===== config.mk =====
export PLATFORM = sky130hd
export DESIGN_NAME = bbio_ctrl
export DESIGN_NICKNAME = d
export VERILOG_FILES = /design/src/rtl/bbio_pkg.sv /design/src/rtl/bbio_entry_det.sv /design/src/rtl/bbio_pin_bank.sv /design/src/rtl/bbio_reply.sv /design/src/rtl/bbio_ctrl.sv
export SDC_FILE = /design/constraint.sdc
export NUM_CORES = 1
export LEC_CHECK = 0
export BUFFER_PORTS_ARGS = -buffer_cell sky130_fd_sc_hd__buf_2
export CAP_MARGIN = 20
export CORE_MARGIN = 4
export CORE_UTILIZATION = 30
export CTS_BUF_LIST = sky130_fd_sc_hd__clkbuf_8
export CTS_CLUSTER_SIZE = 16
export DETAILED_ROUTE_END_ITERATION = 16
export GPL_TIMING_DRIVEN = 0
export PLACE_DENSITY = 0.52
export SYNTH_ARGS = -nofsm -noshare
export SYNTH_HDL_FRONTEND = slang
export SYNTH_SLANG_ARGS = --single-unit

===== constraint.sdc =====
create_clock -name clk -period 2.8 [get_ports clk]
set_clock_uncertainty 0.15 [all_clocks]
set_input_delay 0.14 -clock clk [delete_from_list [all_inputs] [get_ports clk]]
set_output_delay 0.14 -clock clk [all_outputs]
set_load 0.02 [all_outputs]

===== src/rtl/bbio_pkg.sv =====
package bbio_pkg;

    typedef enum logic [1:0] {
        MODE_TERM,
        MODE_RAW,
        MODE_SPI
    } mode_e;

    typedef enum logic [2:0] {
        CMD_BANNER,
        CMD_SPI,
        CMD_RESET,
        CMD_DIR,
        CMD_LEVEL,
        CMD_UNKNOWN
    } cmd_kind_e;

    typedef struct packed {
        cmd_kind_e  kind;
        logic [6:0] arg;
    } cmd_t;

    typedef enum logic [1:0] {
        RP_IDLE,
        RP_BANNER,
        RP_CAPTURE,
        RP_BYTE
    } reply_e;

    localparam int BANNER_LEN = 5;

    // Banner text "BBIO1", one character per index
    function automatic logic [7:0] banner_char(input logic [2:0] idx);
        case (idx)
            3'd0:    return 8'h42;
            3'd1:    return 8'h42;
            3'd2:    return 8'h49;
            3'd3:    return 8'h4F;
            default: return 8'h31;
        endcase
    endfunction

    // Top bits select pin commands; the rest are exact codes
    function automatic cmd_t decode_cmd(input logic [7:0] b);
        cmd_t c;
        c.arg  = b[6:0];
        c.kind = CMD_UNKNOWN;
        if (b[7])
            c.kind = CMD_LEVEL;
        else if (b[7:5] == 3'b010)
            c.kind = CMD_DIR;
        else if (b == 8'h00)
            c.kind = CMD_BANNER;
        else if (b == 8'h01)
            c.kind = CMD_SPI;
        else if (b == 8'h0F)
            c.kind = CMD_RESET;
        return c;
    endfunction

endpackage


===== src/rtl/bbio_entry_det.sv =====
module bbio_entry_det #(
    parameter int ENTRY_ZEROS = 20
) (
    input  logic clk,
    input  logic rst,
    input  logic clear,
    input  logic byte_valid,
    input  logic byte_zero,
    output logic hit
);
    localparam int CW = $clog2(ENTRY_ZEROS + 1);
    localparam logic [CW-1:0] LAST = CW'(ENTRY_ZEROS - 1);

    logic [CW-1:0] zero_cnt;

    assign hit = byte_valid && byte_zero && (zero_cnt == LAST);

    always_ff @(posedge clk) begin
        if (rst || clear)
            zero_cnt <= '0;
        else if (byte_valid) begin
            if (!byte_zero || hit)
                zero_cnt <= '0;
            else
                zero_cnt <= zero_cnt + 1'b1;
        end
    end

    AST_CNT_BOUND: assert property (@(posedge clk) disable iff (rst)
        zero_cnt <= LAST);

    AST_NONZERO_CLEARS: assert property (@(posedge clk) disable iff (rst)
        (byte_valid && !byte_zero) |=> zero_cnt == '0);

endmodule


===== src/rtl/bbio_pin_bank.sv =====
module bbio_pin_bank #(
    parameter int NPINS = 7,
    parameter int NDIR  = 5
) (
    input  logic             clk,
    input  logic             rst,
    input  logic             float_all,
    input  logic             dir_we,
    input  logic [NDIR-1:0]  dir_val,
    input  logic             lvl_we,
    input  logic [NPINS-1:0] lvl_val,
    output logic [NPINS-1:0] pin_oe,
    output logic [NPINS-1:0] pin_out
);
    for (genvar i = 0; i < NPINS; i++) begin : g_pin
        logic lvl_q;
        always_ff @(posedge clk) begin
            if (rst || float_all)
                lvl_q <= 1'b0;
            else if (lvl_we)
                lvl_q <= lvl_val[i];
        end
        assign pin_out[i] = lvl_q;

        if (i < NDIR) begin : g_dir
            logic is_input_q;
            always_ff @(posedge clk) begin
                if (rst || float_all)
                    is_input_q <= 1'b1;
                else if (dir_we)
                    is_input_q <= dir_val[i];
            end
            assign pin_oe[i] = !is_input_q;
        end else begin : g_fixed
            assign pin_oe[i] = 1'b1;
        end
    end

    logic past_valid;
    always_ff @(posedge clk) begin
        if (rst) past_valid <= 1'b0;
        else     past_valid <= 1'b1;
    end

    AST_FLOAT_APPLIED: assert property (@(posedge clk) disable iff (rst)
        (past_valid && $past(float_all)) |-> (pin_oe[NDIR-1:0] == '0 && pin_out == '0));

    AST_HOLD_IDLE: assert property (@(posedge clk) disable iff (rst)
        (past_valid && !$past(float_all) && !$past(dir_we) && !$past(lvl_we))
            |-> ($stable(pin_oe) && $stable(pin_out)));

endmodule


===== src/rtl/bbio_reply.sv =====
module bbio_reply
    import bbio_pkg::*;
#(
    parameter int DW    = 8,
    parameter int PIN_W = 7
) (
    input  logic             clk,
    input  logic             rst,
    input  logic             start_banner,
    input  logic             start_pin,
    input  logic             start_byte,
    input  logic [DW-1:0]    byte_val,
    input  logic [PIN_W-1:0] pin_in,
    input  logic             tx_ready,
    output logic             tx_valid,
    output logic [DW-1:0]    tx_data,
    output logic             busy
);
    localparam logic [2:0] LAST_IDX = 3'(BANNER_LEN - 1);

    reply_e         state;
    logic [2:0]     idx;
    logic [DW-1:0]  data_q;

    assign busy     = (state != RP_IDLE);
    assign tx_valid = (state == RP_BANNER) || (state == RP_BYTE);
    assign tx_data  = (state == RP_BANNER) ? banner_char(idx) : data_q;

    always_ff @(posedge clk) begin
        if (rst) begin
            state  <= RP_IDLE;
            idx    <= '0;
            data_q <= '0;
        end else begin
            case (state)
                RP_IDLE: begin
                    if (start_banner) begin
                        state <= RP_BANNER;
                        idx   <= '0;
                    end else if (start_pin)
                        state <= RP_CAPTURE;
                    else if (start_byte) begin
                        state  <= RP_BYTE;
                        data_q <= byte_val;
                    end
                end
                RP_CAPTURE: begin
                    data_q <= {{(DW-PIN_W){1'b0}}, pin_in};
                    state  <= RP_BYTE;
                end
                RP_BANNER: begin
                    if (tx_ready) begin
                        if (idx == LAST_IDX)
                            state <= RP_IDLE;
                        else
                            idx <= idx + 1'b1;
                    end
                end
                default: begin
                    if (tx_ready)
                        state <= RP_IDLE;
                end
            endcase
        end
    end

    AST_BANNER_IDX: assert property (@(posedge clk) disable iff (rst)
        (state == RP_BANNER) |-> (idx <= LAST_IDX));

    AST_START_WHEN_IDLE: assert property (@(posedge clk) disable iff (rst)
        (start_banner || start_pin || start_byte) |-> (state == RP_IDLE));

    AST_CAPTURE_THEN_SEND: assert property (@(posedge clk) disable iff (rst)
        (state == RP_CAPTURE) |=> (state == RP_BYTE));

endmodule


===== src/rtl/bbio_ctrl.sv =====
module bbio_ctrl
    import bbio_pkg::*;
#(
    parameter int ENTRY_ZEROS = 20,
    parameter int NPINS       = 7,
    parameter int NDIR        = 5
) (
    input  logic             clk,
    input  logic             rst,
    input  logic             rx_valid,
    input  logic [7:0]       rx_data,
    output logic             rx_ready,
    output logic             term_valid,
    output logic [7:0]       term_data,
    output logic             tx_valid,
    output logic [7:0]       tx_data,
    input  logic             tx_ready,
    output logic             spi_active,
    output logic             spi_rx_valid,
    output logic [7:0]       spi_rx_data,
    input  logic             spi_exit,
    input  logic [NPINS-1:0] pin_in,
    output logic [NPINS-1:0] pin_out,
    output logic [NPINS-1:0] pin_oe
);
    mode_e mode;
    cmd_t  cmd;
    logic  busy, accept, in_term, raw_acc, entry_hit, spi_ret;
    logic  start_banner, start_pin, start_byte, float_all;

    assign rx_ready   = !busy;
    assign accept     = rx_valid && rx_ready;
    assign in_term    = (mode == MODE_TERM);
    assign spi_active = (mode == MODE_SPI);
    assign cmd        = decode_cmd(rx_data);
    assign raw_acc    = accept && (mode == MODE_RAW);
    assign spi_ret    = spi_active && spi_exit;

    assign term_valid   = accept && in_term && (rx_data != 8'h00);
    assign term_data    = rx_data;
    assign spi_rx_valid = accept && spi_active;
    assign spi_rx_data  = rx_data;

    bbio_entry_det #(.ENTRY_ZEROS(ENTRY_ZEROS)) u_entry (
        .clk        (clk),
        .rst        (rst),
        .clear      (!in_term),
        .byte_valid (accept && in_term),
        .byte_zero  (rx_data == 8'h00),
        .hit        (entry_hit)
    );

    assign start_banner = entry_hit || spi_ret || (raw_acc && cmd.kind == CMD_BANNER);
    assign start_pin    = raw_acc && (cmd.kind == CMD_DIR || cmd.kind == CMD_LEVEL);
    assign start_byte   = raw_acc && (cmd.kind == CMD_UNKNOWN);
    assign float_all    = entry_hit || spi_ret || (raw_acc && cmd.kind == CMD_RESET);

    always_ff @(posedge clk) begin
        if (rst)
            mode <= MODE_TERM;
        else if (entry_hit || spi_ret)
            mode <= MODE_RAW;
        else if (raw_acc && cmd.kind == CMD_SPI)
            mode <= MODE_SPI;
        else if (raw_acc && cmd.kind == CMD_RESET)
            mode <= MODE_TERM;
    end

    bbio_pin_bank #(.NPINS(NPINS), .NDIR(NDIR)) u_pins (
        .clk       (clk),
        .rst       (rst),
        .float_all (float_all),
        .dir_we    (raw_acc && cmd.kind == CMD_DIR),
        .dir_val   (cmd.arg[NDIR-1:0]),
        .lvl_we    (raw_acc && cmd.kind == CMD_LEVEL),
        .lvl_val   (cmd.arg[NPINS-1:0]),
        .pin_oe    (pin_oe),
        .pin_out   (pin_out)
    );

    bbio_reply #(.DW(8), .PIN_W(NPINS)) u_reply (
        .clk          (clk),
        .rst          (rst),
        .start_banner (start_banner),
        .start_pin    (start_pin),
        .start_byte   (start_byte),
        .byte_val     (8'h00),
        .pin_in       (pin_in),
        .tx_ready     (tx_ready),
        .tx_valid     (tx_valid),
        .tx_data      (tx_data),
        .busy         (busy)
    );

    logic past_valid;
    always_ff @(posedge clk) begin
        if (rst) past_valid <= 1'b0;
        else     past_valid <= 1'b1;
    end

    AST_TERM_SILENT: assert property (@(posedge clk) disable iff (rst)
        in_term |-> !tx_valid);

    AST_TERM_NONZERO: assert property (@(posedge clk) disable iff (rst)
        term_valid |-> (!spi_rx_valid && !tx_valid));

    AST_SPI_SILENT: assert property (@(posedge clk) disable iff (rst)
        spi_active |-> (!tx_valid && !term_valid));

    AST_RESET_TO_TERM: assert property (@(posedge clk) disable iff (rst)
        (past_valid && $past(raw_acc && cmd.kind == CMD_RESET)) |-> (in_term && !tx_valid));

    AST_UNKNOWN_HOLDS: assert property (@(posedge clk) disable iff (rst)
        (past_valid && $past(start_byte))
            |-> ($stable(pin_out) && $stable(pin_oe) && mode == MODE_RAW));

    AST_READY_WHILE_TX: assert property (@(posedge clk) disable iff (rst)
        tx_valid |-> !rx_ready);

endmodule


==> impl_results.md <==
- Grt total ovfl: 0
- Crit-path max cell delay: 490 ps
- Ranking of synthesized cells by area: dfxtp_1 33%, buf_4 11%, mux2i_1 9.7%
- Max-slew violations: 0
- Later-pin clock latency in the skew report: 280 ps
- Peak supply drop: 0.000175 V
- Post-synth EDFFs: 0
- H-tree levels: 2
- Placed Area: 0.00226 mm2
- #FFs+latches synth: 31
- Remaining antenna violation count: 0
- Die H: 86.9 um
- CP arrival: 1760 ps
- Cell Pwr Density: 383 mW/mm2
- Critical path fanouts, max: 9
- Post-CTS sizing: 0
- Final Util: 0.407
- Largest delay contributor family on the critical path: flip-flops
- Total Nets Final: 325
- Actual slew at the worst max-slew pin: 589 ps
- Top FF cell, synth: dfxtp_1
- Sequential cell area: 621 um2
- Nature of the critical path endpoint: output pin
- N_diodes: 0
- Cell area after layout: 0.00244 mm2
- Syn Area/Cell: 8.33 um2
- Area Overhead vs Synth: 30.7%
- WL per Instance: 11.9 um
- Post-synth ARST share: 0
- Reg clk slew, reported paths: 70 ps
- Synth warn: 0
- Post-route setup TNS: 0 ps
- Data required time of the worst path: 2510 ps
- Half-perimeter wire length after placement: 3410 um
- Initial DRC Count: 82
- Post-synthesis sequential area ratio: 0.333
- RSZ-0062 raised after global routing: false
- Synth Instances: 224
- Slowest CP cell: dfxtp_1
- CTS Buffer Depth: 2
- Nature of the critical path startpoint: flip-flop
- Final hold vios: 0
- Max-slew headroom: 0.602
- Fillers: 645
- Site row count: 28
- Synthesized cell area: 0.00187 mm2
- Crit-path cells: inv_1, nand2_1, nor2_1, o21ai_0, o21a_1, buf_2
- GRT Total Usage: 0.126
- Leakage: 1.23 nW
- Synth cell types: 42
- Vias in the first global route: 1,624
- Initial antenna violation count: 0
- CTS Sinks: 31
- Status: finished clean
- Worst path bufs/invs: 2
- Area of the multi-input gates: 990 um2
- Starting density of the core: 0.311
- Max cap viols: 0
- Root buf cell: clkbuf_8
- Remaining DRCs: 0
- Wire length of the first global-routing pass: 7540 um
- Die Wd: 86.9 um
- IO Pins: 63
- Port bufs: 59
- Largest area contributor in the netlist: dfxtp_1
- Layout cell share with drive strength beyond 1: 0.333
- Drt pass-1 iters: 4
- Largest net degree at the start of global routing: 11
- Final wirelength: 4480 um
- Hold Crit Class: in2reg
- Num CTS Buffers: 5
- Share of the synthesized area in the top cell type: 0.333
- Vias per inst: 4.50
- Minimum clock period: 2050 ps
- Fmax: 0.487 GHz
- CTS tree: done
- Crit Path Class: reg2out
- Core Region: 0.00599 mm2
- Vias: 1,688
- GP Congestion: 0.748
- Die area: 0.00754 mm2
- Crit share post-route: 0.733
- Final setup fails: 0
## worst register-to-register path, delay by kind of cell (launching register included)
| kind | cells | cell delay [ps] |
|---|---|---|
| flip-flops | 1 | 300 |
| AND/OR/NAND/NOR | 4 | 590 |
| buffers and inverters | 2 | 310 |
| AO/OA/AOI/OAI | 1 | 550 |
## worst paths after layout
kind                                          start                          endpoint  slack (ps)  depth (start not counted)
worst max-delay path               u_reply.state[1]                        tx_data[6]         750                          6
worst min-delay path                     rx_data[3]  u_pins.g_pin[3].g_dir.is_input_q          30                          3
worst max register to register     u_reply.state[0]                 u_reply.data_q[3]         750                          7
worst min register to register  u_entry.zero_cnt[1]               u_entry.zero_cnt[1]         320                          2
## cell type report
class	count	share of cell area
timing repair buffer	67	0.154
sequential	31	0.254
clock buffer	7	0.0395
multi-input combinational	153	0.406
tap	75	0.0385
inverter	12	0.0185
clock inverter	1	0.00154
buffer	29	0.0877
## stage by stage
stage / power [mW] / setup WS (ps) / instances / hold WS, ps
after global placement: 0.556 / 751 / 359 / 223
after floorplan: 0.513 / 1010 / 225 / 59.1
after detailed placement: 0.556 / 744 / 359 / 234
after CTS: 0.954 / 734 / 375 / 29.5
final: 0.935 / 747 / 375 / 27.1
after global routing: 0.985 / 566 / 375 / 46.2
## sequential cells by signal, indices dropped and copies added (netlist names)
register and flops:
u_reply.data_q 7, u_reply.idx 3, u_reply.state 2, u_entry.zero_cnt 5, u_pins.g_pin.lvl_q 7, mode 2, u_pins.g_pin.g_dir.is_input_q 5
## routing by layer
metal | part of all wire | global-route usage | vias up
met2 | 0.44 | 0.198 | 42
met5 | 0 | 0 | -
met4 | 0.0080 | 0.0425 | 0
met1 | 0.48 | 0.166 | 758
li1 | - | - | 886
met3 | 0.064 | 0.0341 | 2
## repair_timing
item                       in CTS  in global routing
setup endpoints to repair       0                  0
hold buffers                    8                  0
buffers inserted                0                  0
hold endpoints to repair       11                  0
## cells in the mapped netlist (2+ instances only)
cell and count:
nand2_1 28, o21a_1 3, nand4_1 2, nand3_1 5
a311oi_1 2, a31oi_1 3, inv_1 12, o21ai_0 4
dfxtp_1 31, and4_1 2, a21oi_1 10, or3_1 2
nor3_1 4, conb_1 2, nor2_1 30, nor2b_1 3
and2_1 5, xor2_1 3, buf_4 28, mux2i_1 18
ha_1 6
## power breakdown
group	switching [mW]	internal, mW
registers	0.0000212	0.441
clock network	0.160	0.220
logic	0.0624	0.0507
## layout by cell type (no fill, tap or decap), types with 4 or more instances in the layout
cell	count
a21oi_1	10
and2_1	5
buf_2	59
buf_4	28
clkbuf_8	7
dfxtp_1	31
dlygate4sd3_1	8
ha_1	6
inv_1	13
mux2i_1	18
nand2_1	28
nand3_1	5
nor2_1	30
nor3_1	4
o21ai_0	4
## cells by family (layout without fill, tap and decap cells)
family | count (synthesis) | after routing | share of synthesized area
mux | 18 | 18 | 0.0966
xor+xnor | 3 | 3 | 0.0141
flops | 31 | 31 | 0.333
buf+inv | 41 | 116 | 0.139
simple gates | 92 | 92 | 0.254
other cells | 2 | 3 | 0.00403
compound gates | 31 | 31 | 0.120
fa+ha+maj | 6 | 6 | 0.0402
No activity file was read; power rests on OpenSTA's default activity.
